### config.mk
export PLATFORM = sky130hd
export DESIGN_NAME = lut6_frac
export DESIGN_NICKNAME = d
export VERILOG_FILES = /design/src/rtl/lut6_frac_pkg.sv /design/src/rtl/lut_mode_ctrl.sv /design/src/rtl/lut_mux_tree.sv /design/src/rtl/lut6_frac.sv
export SDC_FILE = /design/constraint.sdc
export NUM_CORES = 1
export LEC_CHECK = 0
export BUFFER_PORTS_ARGS = -buffer_cell sky130_fd_sc_hd__buf_2
export CORE_ASPECT_RATIO = 1.25
export CORE_UTILIZATION = 38
export DETAILED_ROUTE_END_ITERATION = 16
export PLACE_DENSITY_LB_ADDON = 0.2
export SYNTH_ARGS = -nofsm -noshare
export SYNTH_HDL_FRONTEND = slang
export SYNTH_SLANG_ARGS = --single-unit
### constraint.sdc
create_clock -name vclk -period 4.2
set_clock_uncertainty 0.2 [all_clocks]
set_input_delay 0.21 -clock vclk [all_inputs]
set_output_delay 0.21 -clock vclk [all_outputs]
set_load 0.02 [all_outputs]
### src/rtl/lut6_frac_pkg.sv
package lut6_frac_pkg;
  // number of logic inputs (tree depth)
  localparam int LUT_INPUTS = 6;
  // tree level whose nodes are brought out as the fractured outputs
  localparam int FRAC_LEVEL = 5;
  // derived sizes
  localparam int LEAVES = 1 << LUT_INPUTS;
  localparam int TAPS   = 1 << (LUT_INPUTS - FRAC_LEVEL);

  // strobes from mode control to the tree datapath
  typedef struct packed {
    logic                  dualMode;
    logic [LUT_INPUTS-1:0] selLines;
  } lut_strobe_t;
endpackage

### src/rtl/lut_mode_ctrl.sv
module lut_mode_ctrl
  import lut6_frac_pkg::*;
(
  input  logic [LUT_INPUTS-1:0] lutIn,
  input  logic                  modeSel,
  output lut_strobe_t           strobe
);
  logic [LUT_INPUTS-1:0] gatedSel;

  // inputs above the fracture level are forced high by the mode bit
  for (genvar k = 0; k < LUT_INPUTS; k++) begin : gSel
    if (k >= FRAC_LEVEL) begin : gForced
      assign gatedSel[k] = lutIn[k] | modeSel;
    end else begin : gPlain
      assign gatedSel[k] = lutIn[k];
    end
  end

  assign strobe = '{dualMode: modeSel, selLines: gatedSel};
endmodule

### src/rtl/lut_mux_tree.sv
module lut_mux_tree
  import lut6_frac_pkg::*;
(
  input  logic [LEAVES-1:0] truthTable,
  input  lut_strobe_t       strobe,
  output logic [TAPS-1:0]   fracTaps,
  output logic              fullOut
);
  for (genvar lv = 0; lv <= LUT_INPUTS; lv++) begin : gLevel
    localparam int W = LEAVES >> lv;
    logic [W-1:0] node;
    if (lv == 0) begin : gLeaf
      assign node = truthTable;
    end else begin : gMux
      for (genvar j = 0; j < W; j++) begin : gNode
        assign node[j] = strobe.selLines[lv-1] ? gLevel[lv-1].node[2*j+1]
                                               : gLevel[lv-1].node[2*j];
      end
    end
  end

  assign fracTaps = gLevel[FRAC_LEVEL].node;
  assign fullOut  = gLevel[LUT_INPUTS].node[0];

  // dual mode must present all-ones on the forced select lines
  always_comb begin
    if (strobe.dualMode) begin
      assert_forced_sel_R4: assert (&strobe.selLines[LUT_INPUTS-1:FRAC_LEVEL])
        else $error("forced select line low in dual mode");
    end
  end
endmodule

### src/rtl/lut6_frac.sv
module lut6_frac
  import lut6_frac_pkg::*;
(
  input  logic [LUT_INPUTS-1:0] lutIn,
  input  logic [LEAVES-1:0]     truthTable,
  input  logic                  modeSel,
  output logic [TAPS-1:0]       lut5Out,
  output logic                  lut6Out
);
  lut_strobe_t strobe;

  lut_mode_ctrl u_ctrl (
    .lutIn   (lutIn),
    .modeSel (modeSel),
    .strobe  (strobe)
  );

  lut_mux_tree u_tree (
    .truthTable (truthTable),
    .strobe     (strobe),
    .fracTaps   (lut5Out),
    .fullOut    (lut6Out)
  );

  // port-level relations between outputs and the table
  always_comb begin
    for (int t = 0; t < TAPS; t++) begin
      assert_tap_value_R2: assert (lut5Out[t] ==
          truthTable[t * (1 << FRAC_LEVEL) + int'(lutIn[FRAC_LEVEL-1:0])])
        else $error("fractured output %0d wrong", t);
    end
    if (modeSel) begin
      assert_dual_root_R4: assert (lut6Out == lut5Out[TAPS-1])
        else $error("root differs from upper tap in dual mode");
    end else begin
      assert_full_value_R1: assert (lut6Out == truthTable[lutIn])
        else $error("root wrong in single mode");
      assert_top_select_R5: assert (lut6Out ==
          lut5Out[lutIn[LUT_INPUTS-1:FRAC_LEVEL]])
        else $error("top input does not pick the tap");
    end
  end
endmodule

After elaboration in Yosys (flattened, before gate mapping)
Index checks and enable logic that the tools add are counted.
{ "word_totals": {"ff_bits": 0, "latchBits": 0, "ramBits": 0, "romBits": 0, "output_inout_bits": 3, "n_memories": 0} }
{ "classes": {"addsub": 0, "multipliers": 0, "div_mod_pow": 0, "n_lt_le_gt_ge": 0, "eq_ne": 0, "n_shift": 0, "mux": 63, "bitwise": 1, "n_reduce_logical": 0} }
{ "ops": {"columns": ["cell", "n"], "rows": [
  ["2-to-1 mux 1 bit", 63],
  ["bitwise OR 1 bit", 1]
]} }

Longest topological paths before layout
{ "depth": {"depth_word": 6, "mapped_depth": 8, "mapped_depth_nobuf": 6} }

Cells and area by module
From an unflattened synthesis, not the netlist that was laid out.
{ "hier_totals": {"cells_unflattened": 82, "area_unflattened_um2": 669.4} }
{ "modules_own_cells": {"columns": ["module", "instances", "cells_per_inst", "area_per_inst_um2"], "rows": [
  ["lut_mux_tree", 1, 75, 618.1],
  ["lut_mode_ctrl", 1, 7, 51.3]
]} }

Worst setup path before layout
No wires, ideal clock.
{ "synth_path": {"path_kind": "input port to output port", "start": "input port lutIn[1]", "end": "output port lut6Out", "arrival_ns": 1.609, "t_required_ns": 3.790, "path_slack_ns": 2.181, "path_stages": 7, "n_path_buf": 2, "path_cell_list": "buf_6 buf_6 mux2i_1 a22oi_1 and4_1 a211o_1 mux2_2"} }
{ "synth_between": {"elab_chain_len": 5} }
{ "synth_lines": {"columns": ["item", "line_no", "source"], "rows": [
  ["start: declaration", "lut6_frac.sv:4", "input logic [LUT_INPUTS-1:0] lutIn,"],
  ["2-to-1 mux 1 bit (3 in a row)", "lut_mux_tree.sv:16", "assign node[j] = strobe.selLines[lv-1] ? gLevel[lv-1].node[2*j+1]"],
  ["2-to-1 mux 1 bit *", "lut_mux_tree.sv:16", null],
  ["via lut5Out[0]", "lut6_frac.sv:7", "output logic [TAPS-1:0] lut5Out,"],
  ["2-to-1 mux 1 bit *", "lut_mux_tree.sv:16", null],
  ["end: declaration", "lut6_frac.sv:8", "output logic lut6Out"]
]} }
The timed path passes the listed nets; every way through them passes the cells marked *.

Worst setup path after layout
{ "layout_path": {"start": "input port lutIn[1]", "end": "output port lut6Out"} }
{ "layout_between": {"elab_chain_len": 5} }
{ "layout_lines": {"columns": ["item", "line_no"], "rows": [
  ["2-to-1 mux 1 bit (4 in a row)", "lut_mux_tree.sv:16"],
  ["2-to-1 mux 1 bit *", "lut_mux_tree.sv:16"]
]} }
Every way passes the cells marked *; elsewhere a longest branch is shown, timed or not.

==> reports/qor.txt <==
Count of flip-flops and latches -> 0
Fin nets -> 216
Total global routing overflow -> 0
Syn Inst Count -> 76
Tmin final -> 2.59 ns
Leak pwr -> 0.577 nW
Syn avg cell area -> 8.18 um2
Core region area -> 1450 um2
Finished Core Util -> 0.665
Top-count cell post-synth -> mux2i_1
Routability cong. -> 0.681
RSZ-0062 raised after global routing -> no
Worst Path Arrival -> 2.18 ns
IO Pins -> 74
Ranking of synthesized cells by area -> mux2i_1, a22oi_1, buf_6
1st-pass router iterations -> 3
Pwr Density -> 102 nW/um2
Layout area overhead -> 54.5%
Status -> finished, final reports clean
Synth top area share -> 0.515
Met3 Usage GRT -> 0.00474
Max-Cap Viols -> 0
Row count -> 15
Hold_ws -> 0.676 ns
CP Data Required Time -> 3.79 ns
Global Route met2 Usage -> 0.420
# Post-CTS Setup Buffers -> 0
Starting Density -> 0.430
# setup viols final -> 0
Max FO, Critical Path -> 32
Post-synth top cells -> mux2i_1, a22oi_1, a21oi_1, nand2_1
CTS-repair resized insts -> 0
Drt initial violations -> 10
Largest area contributor in the netlist -> mux2i_1
DRC viols -> 0
Number of clock buffers in the layout -> 0
Hold-fix buffers, CTS -> 0
Die area -> 1800 um2
Total track usage -> 0.190
TNS Setup -> 0 ns
Syn nets -> 147
Via count -> 858
Final Hold Viols -> 0
Vias in the first global route -> 698
Synth warn -> 0
Worst VDD drop -> 0.0000689 V
Post-DR wirelength/cell -> 12.1 um
Pins over their slew limit -> 0
Worst slew pin tran -> 0.876 ns
Synth unique cells -> 19
Die width -> 38.2 um
Mapped Area -> 622 um2
Seq/Total Area, Yosys -> 0
Setup ws final -> 1.61 ns
Layer carrying the most global-route usage -> met2
Relative slew slack -> 0.416
FMAX -> 387 MHz
Antenna cells -> 0
Initial antenna violation count -> 0
Largest net degree at the start of global routing -> 33
Layout cells sized above 1 -> 0.538
Sequential cell area -> 0 um2
Crit path kind -> input pin to output port
Via density -> 5.36
Fin crit share -> 0.616
Critical Path Source Type -> input pin
Worst slack at placement -> 1.61 ns
Tot Pwr -> 0.0980 mW
DP Wirelength -> 1570 um
Die height -> 47.2 um
PortBufs -> 74
First-pass GRT wire length -> 2580 um
Worst min path class -> input pin to output port
Final ANT Viol Nets -> 0
GR Util met1 -> 0.199
WL final -> 1930 um
Crit end category -> output port
through the flow:
stage | area, um2 | std cells
after CTS | 961 | 160
after global placement | 961 | 160
after global routing | 961 | 160
final | 961 | 160
after floorplan | 622 | 76
after detailed placement | 961 | 160
power by group:
group | internal (mW) | switching [mW] | leakage (nW) | total (mW)
sequential | 0 | 0 | 0 | 0
clock | 0 | 0 | 0 | 0
combinational | 0.0542 | 0.0438 | 0.577 | 0.0980
layer usage:
layer / wire (um) / vias to the layer above / part of all wire
met2: 1020 / 38 / 0.53
met4: 0 / 0 / 0
met3: 140 / 0 / 0.073
met1: 767 / 384 / 0.40
met5: 0 / - / 0
li1: - / 436 / -
cell usage in the layout (no fill, tap or decap):
| cell | netlist | final |
|---|---|---|
| a22oi_1 | 12 | 12 |
| nor2_1 | 1 | 1 |
| nand2_1 | 4 | 4 |
| a211o_1 | 2 | 2 |
| nor2_2 | 1 | 1 |
| and4_1 | 2 | 2 |
| buf_2 | 1 | 74 |
| and2_1 | 1 | 1 |
| nor2b_1 | 2 | 2 |
| mux2i_1 | 32 | 32 |
| mux2_2 | 1 | 1 |
| a21oi_1 | 4 | 4 |
| or2_2 | 1 | 1 |
| o22ai_1 | 2 | 2 |
| a22o_1 | 2 | 2 |
| nand2b_1 | 2 | 2 |
cell type report:
class	count	area, um2
fill	140	484
multi-input combinational	69	569
tap	17	21.3
timing repair buffer	74	370
logic make-up after synthesis:
group           count (synthesis)  synth area share
compound gates                 22             0.254
buf+inv                         7            0.0845
mux                            33             0.533
simple gates                   14             0.129
worst max-delay path, stage by stage:
cell	delay, ns
buf_2	0.66
mux2i_1	0.28
a22oi_1	0.10
and4_1	0.23
a211o_1	0.27
mux2_2	0.25
buf_2	0.15
final timing paths:
kind,from,endpoint,slack [ns],depth (start not counted)
setup / recovery,lutIn[1],lut6Out,1.61,7
hold / removal,lutIn[5],lut6Out,0.68,4
Note: power is estimated with default switching activity, not from simulation.
